--- src/rtl/fracn_pkg.sv ---
package fracn_pkg;
  localparam int INT_W = 9;
  localparam int MOD_W = 12;
  localparam int RAT_W = INT_W + 1;  // INT + 4 may exceed INT range
  localparam int Y_W   = 4;          // shaper output -3..+4
  localparam int NST   = 3;          // shaper order
  typedef logic signed [Y_W-1:0] shp_t;
endpackage

--- src/rtl/mod_acc.sv ---
module mod_acc #(
  parameter int W = 12
) (
  input  logic         clk_i,
  input  logic         rst_ni,
  input  logic         en_i,
  input  logic         clr_i,
  input  logic [W-1:0] mod_i,
  input  logic [W-1:0] inc_i,
  output logic [W-1:0] sum_o,
  output logic         carry_o
);
  logic [W-1:0] acc_q;
  logic [W:0]   raw;

  always_comb begin
    raw     = {1'b0, acc_q} + {1'b0, inc_i};
    carry_o = (raw >= {1'b0, mod_i});
    sum_o   = carry_o ? W'(raw - {1'b0, mod_i}) : raw[W-1:0];
  end

  always_ff @(posedge clk_i or negedge rst_ni) begin
    if (!rst_ni)    acc_q <= '0;
    else if (clr_i) acc_q <= '0;
    else if (en_i)  acc_q <= sum_o;
  end
endmodule

--- src/rtl/shape_comb.sv ---
module shape_comb
  import fracn_pkg::*;
(
  input  logic clk_i,
  input  logic rst_ni,
  input  logic en_i,
  input  logic clr_i,
  input  logic c1_i,
  input  logic c2_i,
  input  logic c3_i,
  output shp_t y_o
);
  logic c2d_q, c3d_q, c3dd_q;

  function automatic shp_t b2s(input logic b);
    return shp_t'({3'b000, b});
  endfunction

  always_comb
    y_o = b2s(c1_i) + b2s(c2_i) - b2s(c2d_q)
        + b2s(c3_i) - (b2s(c3d_q) <<< 1) + b2s(c3dd_q);

  always_ff @(posedge clk_i or negedge rst_ni) begin
    if (!rst_ni) begin
      c2d_q <= 1'b0; c3d_q <= 1'b0; c3dd_q <= 1'b0;
    end else if (clr_i) begin
      c2d_q <= 1'b0; c3d_q <= 1'b0; c3dd_q <= 1'b0;
    end else if (en_i) begin
      c2d_q <= c2_i; c3d_q <= c3_i; c3dd_q <= c3d_q;
    end
  end

  assert_shape_range_R2: assert property (@(posedge clk_i) disable iff (!rst_ni)
    (y_o >= -4'sd3) && (y_o <= 4'sd4));
endmodule

--- src/rtl/div_counter.sv ---
module div_counter #(
  parameter int W       = 10,
  parameter int RST_RAT = 32
) (
  input  logic         clk_i,
  input  logic         rst_ni,
  input  logic [W-1:0] ratio_i,
  output logic         tc_o
);
  logic [W-1:0] cnt_q;

  assign tc_o = (cnt_q == '0);

  always_ff @(posedge clk_i or negedge rst_ni) begin
    if (!rst_ni)   cnt_q <= W'(RST_RAT - 1);
    else if (tc_o) cnt_q <= ratio_i - W'(1);
    else           cnt_q <= cnt_q - W'(1);
  end

  assert_single_pulse_R6: assert property (@(posedge clk_i) disable iff (!rst_ni)
    tc_o |=> !tc_o);
  assert_ratio_min_R7: assert property (@(posedge clk_i) disable iff (!rst_ni)
    tc_o |-> ratio_i >= W'(2));
endmodule

--- src/rtl/fracn_div_ctrl.sv ---
module fracn_div_ctrl
  import fracn_pkg::*;
#(
  parameter int RST_INT = 32
) (
  input  logic             clk_i,
  input  logic             rst_ni,
  input  logic             load_i,
  input  logic [INT_W-1:0] int_i,
  input  logic [MOD_W-1:0] frac_i,
  input  logic [MOD_W-1:0] mod_i,
  output logic             pulse_o
);
  logic [INT_W-1:0] int_q, sh_int_q;
  logic [MOD_W-1:0] frac_q, mod_q, sh_frac_q, sh_mod_q;
  logic             pend_q;
  logic             tc, apply, step, clr, frac_nz;
  logic [MOD_W-1:0] inc [NST+1];
  logic [NST-1:0]   carry;
  shp_t             y;
  logic signed [RAT_W:0] ratio_s;
  logic [RAT_W-1:0] ratio;

  assign frac_nz = (frac_q != '0);
  assign apply   = tc && pend_q;
  assign step    = tc && !apply && frac_nz;
  assign clr     = apply || (tc && !frac_nz);

  always_ff @(posedge clk_i or negedge rst_ni) begin
    if (!rst_ni) begin
      int_q     <= INT_W'(RST_INT);
      frac_q    <= '0;
      mod_q     <= MOD_W'(2);
      sh_int_q  <= INT_W'(RST_INT);
      sh_frac_q <= '0;
      sh_mod_q  <= MOD_W'(2);
      pend_q    <= 1'b0;
    end else begin
      if (load_i) begin
        sh_int_q  <= int_i;
        sh_frac_q <= frac_i;
        sh_mod_q  <= mod_i;
      end
      if (apply) begin
        int_q  <= sh_int_q;
        frac_q <= sh_frac_q;
        mod_q  <= sh_mod_q;
      end
      if (load_i)     pend_q <= 1'b1;
      else if (apply) pend_q <= 1'b0;
    end
  end

  // cascaded modulus accumulators, each fed by the previous stage's sum
  assign inc[0] = frac_q;
  for (genvar k = 0; k < NST; k++) begin : g_stage
    mod_acc #(.W(MOD_W)) u_acc (
      .clk_i, .rst_ni,
      .en_i   (step),
      .clr_i  (clr),
      .mod_i  (mod_q),
      .inc_i  (inc[k]),
      .sum_o  (inc[k+1]),
      .carry_o(carry[k])
    );
    assert_acc_below_mod_R3: assert property (@(posedge clk_i) disable iff (!rst_ni)
      inc[k+1] < mod_q);
  end

  shape_comb u_shape (
    .clk_i, .rst_ni,
    .en_i (step),
    .clr_i(clr),
    .c1_i (carry[0]),
    .c2_i (carry[1]),
    .c3_i (carry[2]),
    .y_o  (y)
  );

  always_comb begin
    ratio_s = $signed({2'b00, int_q}) + {{(RAT_W+1-Y_W){y[Y_W-1]}}, y};
    ratio   = apply ? RAT_W'(sh_int_q) : ratio_s[RAT_W-1:0];
  end

  div_counter #(.W(RAT_W), .RST_RAT(RST_INT)) u_cnt (
    .clk_i, .rst_ni,
    .ratio_i(ratio),
    .tc_o   (tc)
  );

  assign pulse_o = tc;

  assert_ratio_window_R2: assert property (@(posedge clk_i) disable iff (!rst_ni)
    (tc && !apply) |-> (ratio >= RAT_W'(int_q) - RAT_W'(3)) &&
                       (ratio <= RAT_W'(int_q) + RAT_W'(4)));
  assert_integer_mode_R4: assert property (@(posedge clk_i) disable iff (!rst_ni)
    (tc && !apply && !frac_nz) |-> ratio == RAT_W'(int_q));
  assert_pending_kept_R5: assert property (@(posedge clk_i) disable iff (!rst_ni)
    (pend_q && !tc) |=> pend_q);
endmodule

--- config.mk ---
export PLATFORM = sky130hd
export DESIGN_NAME = fracn_div_ctrl
export DESIGN_NICKNAME = d
export VERILOG_FILES = /design/src/rtl/fracn_pkg.sv /design/src/rtl/mod_acc.sv /design/src/rtl/shape_comb.sv /design/src/rtl/div_counter.sv /design/src/rtl/fracn_div_ctrl.sv
export SDC_FILE = /design/constraint.sdc
export NUM_CORES = 1
export LEC_CHECK = 0
export BUFFER_PORTS_ARGS = -buffer_cell sky130_fd_sc_hd__buf_2
export CELL_PAD_IN_SITES_DETAIL_PLACEMENT = 0
export CELL_PAD_IN_SITES_GLOBAL_PLACEMENT = 1
export CORE_MARGIN = 2
export CORE_UTILIZATION = 50
export DETAILED_ROUTE_END_ITERATION = 10
export PLACE_DENSITY_LB_ADDON = 0.1
export SLEW_MARGIN = 0
export SYNTH_ARGS = -nofsm -noshare
export SYNTH_HDL_FRONTEND = slang
export SYNTH_SLANG_ARGS = --single-unit
--- constraint.sdc ---
create_clock -name clk_i -period 14.3 [get_ports clk_i]
set_input_delay 0.715 -clock clk_i [delete_from_list [all_inputs] [get_ports clk_i]]
set_output_delay 0.715 -clock clk_i [all_outputs]
set_load 0.01 [all_outputs]
==> parameters.txt <==
Parameter                              Value

Placement
  Post-detail-place hpwl    17000 um
  Global placer's final weighted congestion    0.889
  Port Buf Inserts    36

Routing
  Via-to-Cell Ratio    6.03
  Sum of routed wire length over all layers    approximately 23000 um
  Pre-antenna DRT Iters    7
  Antenna-violating nets left    0
  Routed wire length per instance    19.3 um
  Drt drc    0
  First-iteration detailed-routing DRC count    494
  Detailed-route via count    7117

Critical path
  Start-to-end type of the worst setup path    reg2reg
  Critical path data arrival time    approximately 14 ns
  Worst reg2reg path startpoint    frac_q[0]
  Worst path slowest cell    sky130_fd_sc_hd__nor4bb_1
  Worst reg-to-reg setup slack    approximately 1.0 ns
  Worst path max stage delay    0.43 ns
  R2R Path End    u_cnt.cnt_q[8]
  Reg2Reg Depth    58
  Most common cell type on the critical path    sky130_fd_sc_hd__ha_1
  Required time at the worst-slack endpoint    14.64 ns
  Worst Setup End Kind    register
  Worst Setup Start Kind    register
  Worst Path Max Fanout    12

STA
  Final count of negative-setup-slack endpoints    0
  Slew Limit Fails    0
  Final TNS setup    0 ns
  Time the worst path needs with I/O delays and setup    13.28 ns
  Post-Route Skew    0.0120 ns
  Max Freq    75.3 MHz
  Final period util    between 90% and 100%
  Setup repair after global routing missed its margin    false
  Pin slew with the least headroom to its limit    0.974 ns
  Headroom to the max-slew limit    35.1%
  Hold Violations, Final    0

GRT
  Final global-route overflow total    0
  Pin count of the biggest net entering global routing    75
  Global-route wire length before repair    36300 um
  Total global routing track utilization    25.0%
  Number of antenna violations at the first check in global routing    0
  Number of global-route vias before repair    roughly 7000

Final layout
  Post-layout nets    1071
  Growth of design area from synthesis to finish    11.3%
  Number of diodes added for antenna fixing    0
  Share of cells above drive strength 1    21.6%

Synth
  Main area contributors after synthesis    sky130_fd_sc_hd__dfrtp_1 (30%), sky130_fd_sc_hd__ha_1 (12%), sky130_fd_sc_hd__mux2_2 (10%)
  Number of distinct library cells after synthesis    79
  Seq/Total Area, Yosys    32.5%
  Most used flip-flop cell after synthesis    sky130_fd_sc_hd__dfrtp_1
  Yosys warns    0
  Top cell type's share of synthesized area    29.9%
  Syn Nets    1030
  Async SR Flop Fraction    100%
  #FFs+latches synth    116
  Synth area leader    sky130_fd_sc_hd__dfrtp_1
  Post-Syn Instances    901
  Post-synth design cell area    just under 9000 sq um
  Post-synth EDFFs    0
  Syn Area/Cell    9.94 sq um

Die
  Total Die Area    19000 sq um
  Number of standard-cell rows in the floorplan    48
  Initial cell density of the core    51.4%
  Height of the die    138 um
  Core region area    17400 sq um
  Chip width    roughly 140 um
  Number of I/O pins    37

Clock network
  Number of buffers created by CTS    17
  Clock tree from TritonCTS    yes
  Clock Pin Slew Worst Setup and Hold Paths    0.06 ns
  H-Tree Depth    4
  Maximum clock insertion buffer count    2
  Clock Root Buffer    sky130_fd_sc_hd__clkbuf_16
  Clock network latency to the later pin of the worst-skew pair    ~0.42 ns
  Number of clock sinks    around 120

Outcome
  Run status    complete, no violations

Flow run
  Max-cap violations    0

Hold path
  Class of the most critical hold timing path    in2async
-- stage by stage --
stage / std cells / hold WS [ns] / cell area, sq um / util (%) / setup WS (ns)
floorplan: 901 / 0.419 / 8950 / - / 2.11
global placement: 1136 / 0.480 / 9300 / 53.4 / 0.833
detailed placement: 1136 / 0.485 / 9300 / 53.4 / 0.440
CTS: 1168 / 0.318 / 9860 / 56.6 / 0.440
global route: 1180 / 0.339 / 9960 / 57.2 / 0.0360
finish: 1180 / 0.303 / 9960 / 57.2 / 1.02
-- worst max-delay path: cells and delay by family, from the launching register on --
family	cells	cell delay, ns
fa+ha+maj	13	4.02
buf+inv	9	0.88
xor+xnor	2	0.36
compound gates	14	3.25
flops	1	0.37
mux	5	0.95
simple gates	15	3.38
-- cells in the final DEF (no fill, tap or decap), types with 20 or more instances in the layout --
cell	netlist	routed
sky130_fd_sc_hd__xnor2_1	43	43
sky130_fd_sc_hd__mux2_2	80	80
sky130_fd_sc_hd__nand2_1	48	48
sky130_fd_sc_hd__a21oi_1	42	41
sky130_fd_sc_hd__inv_1	47	47
sky130_fd_sc_hd__nor2_1	48	48
sky130_fd_sc_hd__dfrtp_1	107	107
sky130_fd_sc_hd__nand3_1	23	22
sky130_fd_sc_hd__buf_2	5	35
sky130_fd_sc_hd__o21ai_0	33	33
sky130_fd_sc_hd__xor2_1	20	20
sky130_fd_sc_hd__a22o_1	22	22
sky130_fd_sc_hd__ha_1	84	83
-- synthesized netlist by cell type, types with 6 or more instances --
cell and n:
sky130_fd_sc_hd__a22o_1 22, sky130_fd_sc_hd__o22ai_1 7, sky130_fd_sc_hd__clkbuf_1 16, sky130_fd_sc_hd__nand2_1 48, sky130_fd_sc_hd__nand4_1 6, sky130_fd_sc_hd__xnor2_1 43, sky130_fd_sc_hd__a31oi_1 7, sky130_fd_sc_hd__nor2b_1 14
sky130_fd_sc_hd__inv_1 47, sky130_fd_sc_hd__o211ai_1 8, sky130_fd_sc_hd__o21a_1 13, sky130_fd_sc_hd__a21o_1 17, sky130_fd_sc_hd__o21ai_0 33, sky130_fd_sc_hd__nor2_1 48, sky130_fd_sc_hd__mux2i_1 18, sky130_fd_sc_hd__nor4_1 7
sky130_fd_sc_hd__dfrtp_1 107, sky130_fd_sc_hd__nand2b_1 13, sky130_fd_sc_hd__o21ai_1 8, sky130_fd_sc_hd__nand3b_1 7, sky130_fd_sc_hd__ha_1 84, sky130_fd_sc_hd__or3_1 6, sky130_fd_sc_hd__xor2_1 20, sky130_fd_sc_hd__fa_1 9
sky130_fd_sc_hd__nor3_1 19, sky130_fd_sc_hd__a21oi_1 42, sky130_fd_sc_hd__mux2_2 80, sky130_fd_sc_hd__dfstp_2 9, sky130_fd_sc_hd__a211o_1 6, sky130_fd_sc_hd__nand3_1 23, sky130_fd_sc_hd__a211oi_1 9, sky130_fd_sc_hd__and2_1 6
-- registers in the layout, indices dropped and copies added (netlist names), 9 cells and up --
| name | flops |
|---|---|
| frac_q | 12 |
| g_stage.u_acc.acc_q | 36 |
| int_q | 9 |
| mod_q | 12 |
| sh_frac_q | 12 |
| sh_int_q | 9 |
| sh_mod_q | 12 |
| u_cnt.cnt_q | 10 |
-- repair_timing --
action,in CTS,in global routing
setup endpoints to repair,0,6
hold buffers,0,0
gates resized for setup,0,4
setup buffers,0,12
-- cell families (layout without fill, tap and decap cells) --
logic type      after synthesis  count (layout)  synth area share, %
xor+xnor                     63              63                 6.16
buf+inv                      80             134                 3.80
simple gates                227             227                 13.7
flops                       116             116                 32.5
mux                         103             103                 12.9
compound gates              219             219                 17.2
fa+ha+maj                    93              93                 13.8
-- per-layer routing --
metal / share of wire (%) / wire, um / up-vias / GRT usage [%]
li1: - / - / 3426 / -
met1: 46 / 10500 / 3482 / 33.4
met2: 48 / 10800 / 182 / 41.2
met3: 4.6 / 1040 / 27 / 5.26
met4: 1.7 / 379 / 0 / 6.97
met5: 0 / 0 / - / 0
-- final cells by class --
type	count	area (sq um)
Multi-Input combinational cell	705	5710
Sequential cell	116	2910
Inverter	49	184
Clock inverter	15	134
Clock buffer	17	425
Fill cell	1560	7450
Tap cell	225	282
Timing Repair Buffer	53	310
-- how the worst max path moves through the flow --
stage	startpoint	slack, ns	depth (start not counted)	end
finish	frac_q[0]	1.02	58	u_cnt.cnt_q[8]
global placement	frac_q[0]	0.83	56	u_cnt.cnt_q[8]
global route	frac_q[0]	0.04	56	u_cnt.cnt_q[8]
CTS	frac_q[0]	0.44	56	u_cnt.cnt_q[8]
floorplan	frac_q[0]	2.11	62	u_cnt.cnt_q[8]
detailed placement	frac_q[0]	0.44	56	u_cnt.cnt_q[8]
Power is not shown: default switching activity piles up to over one toggle a cycle in this logic, so the estimate is an artifact.
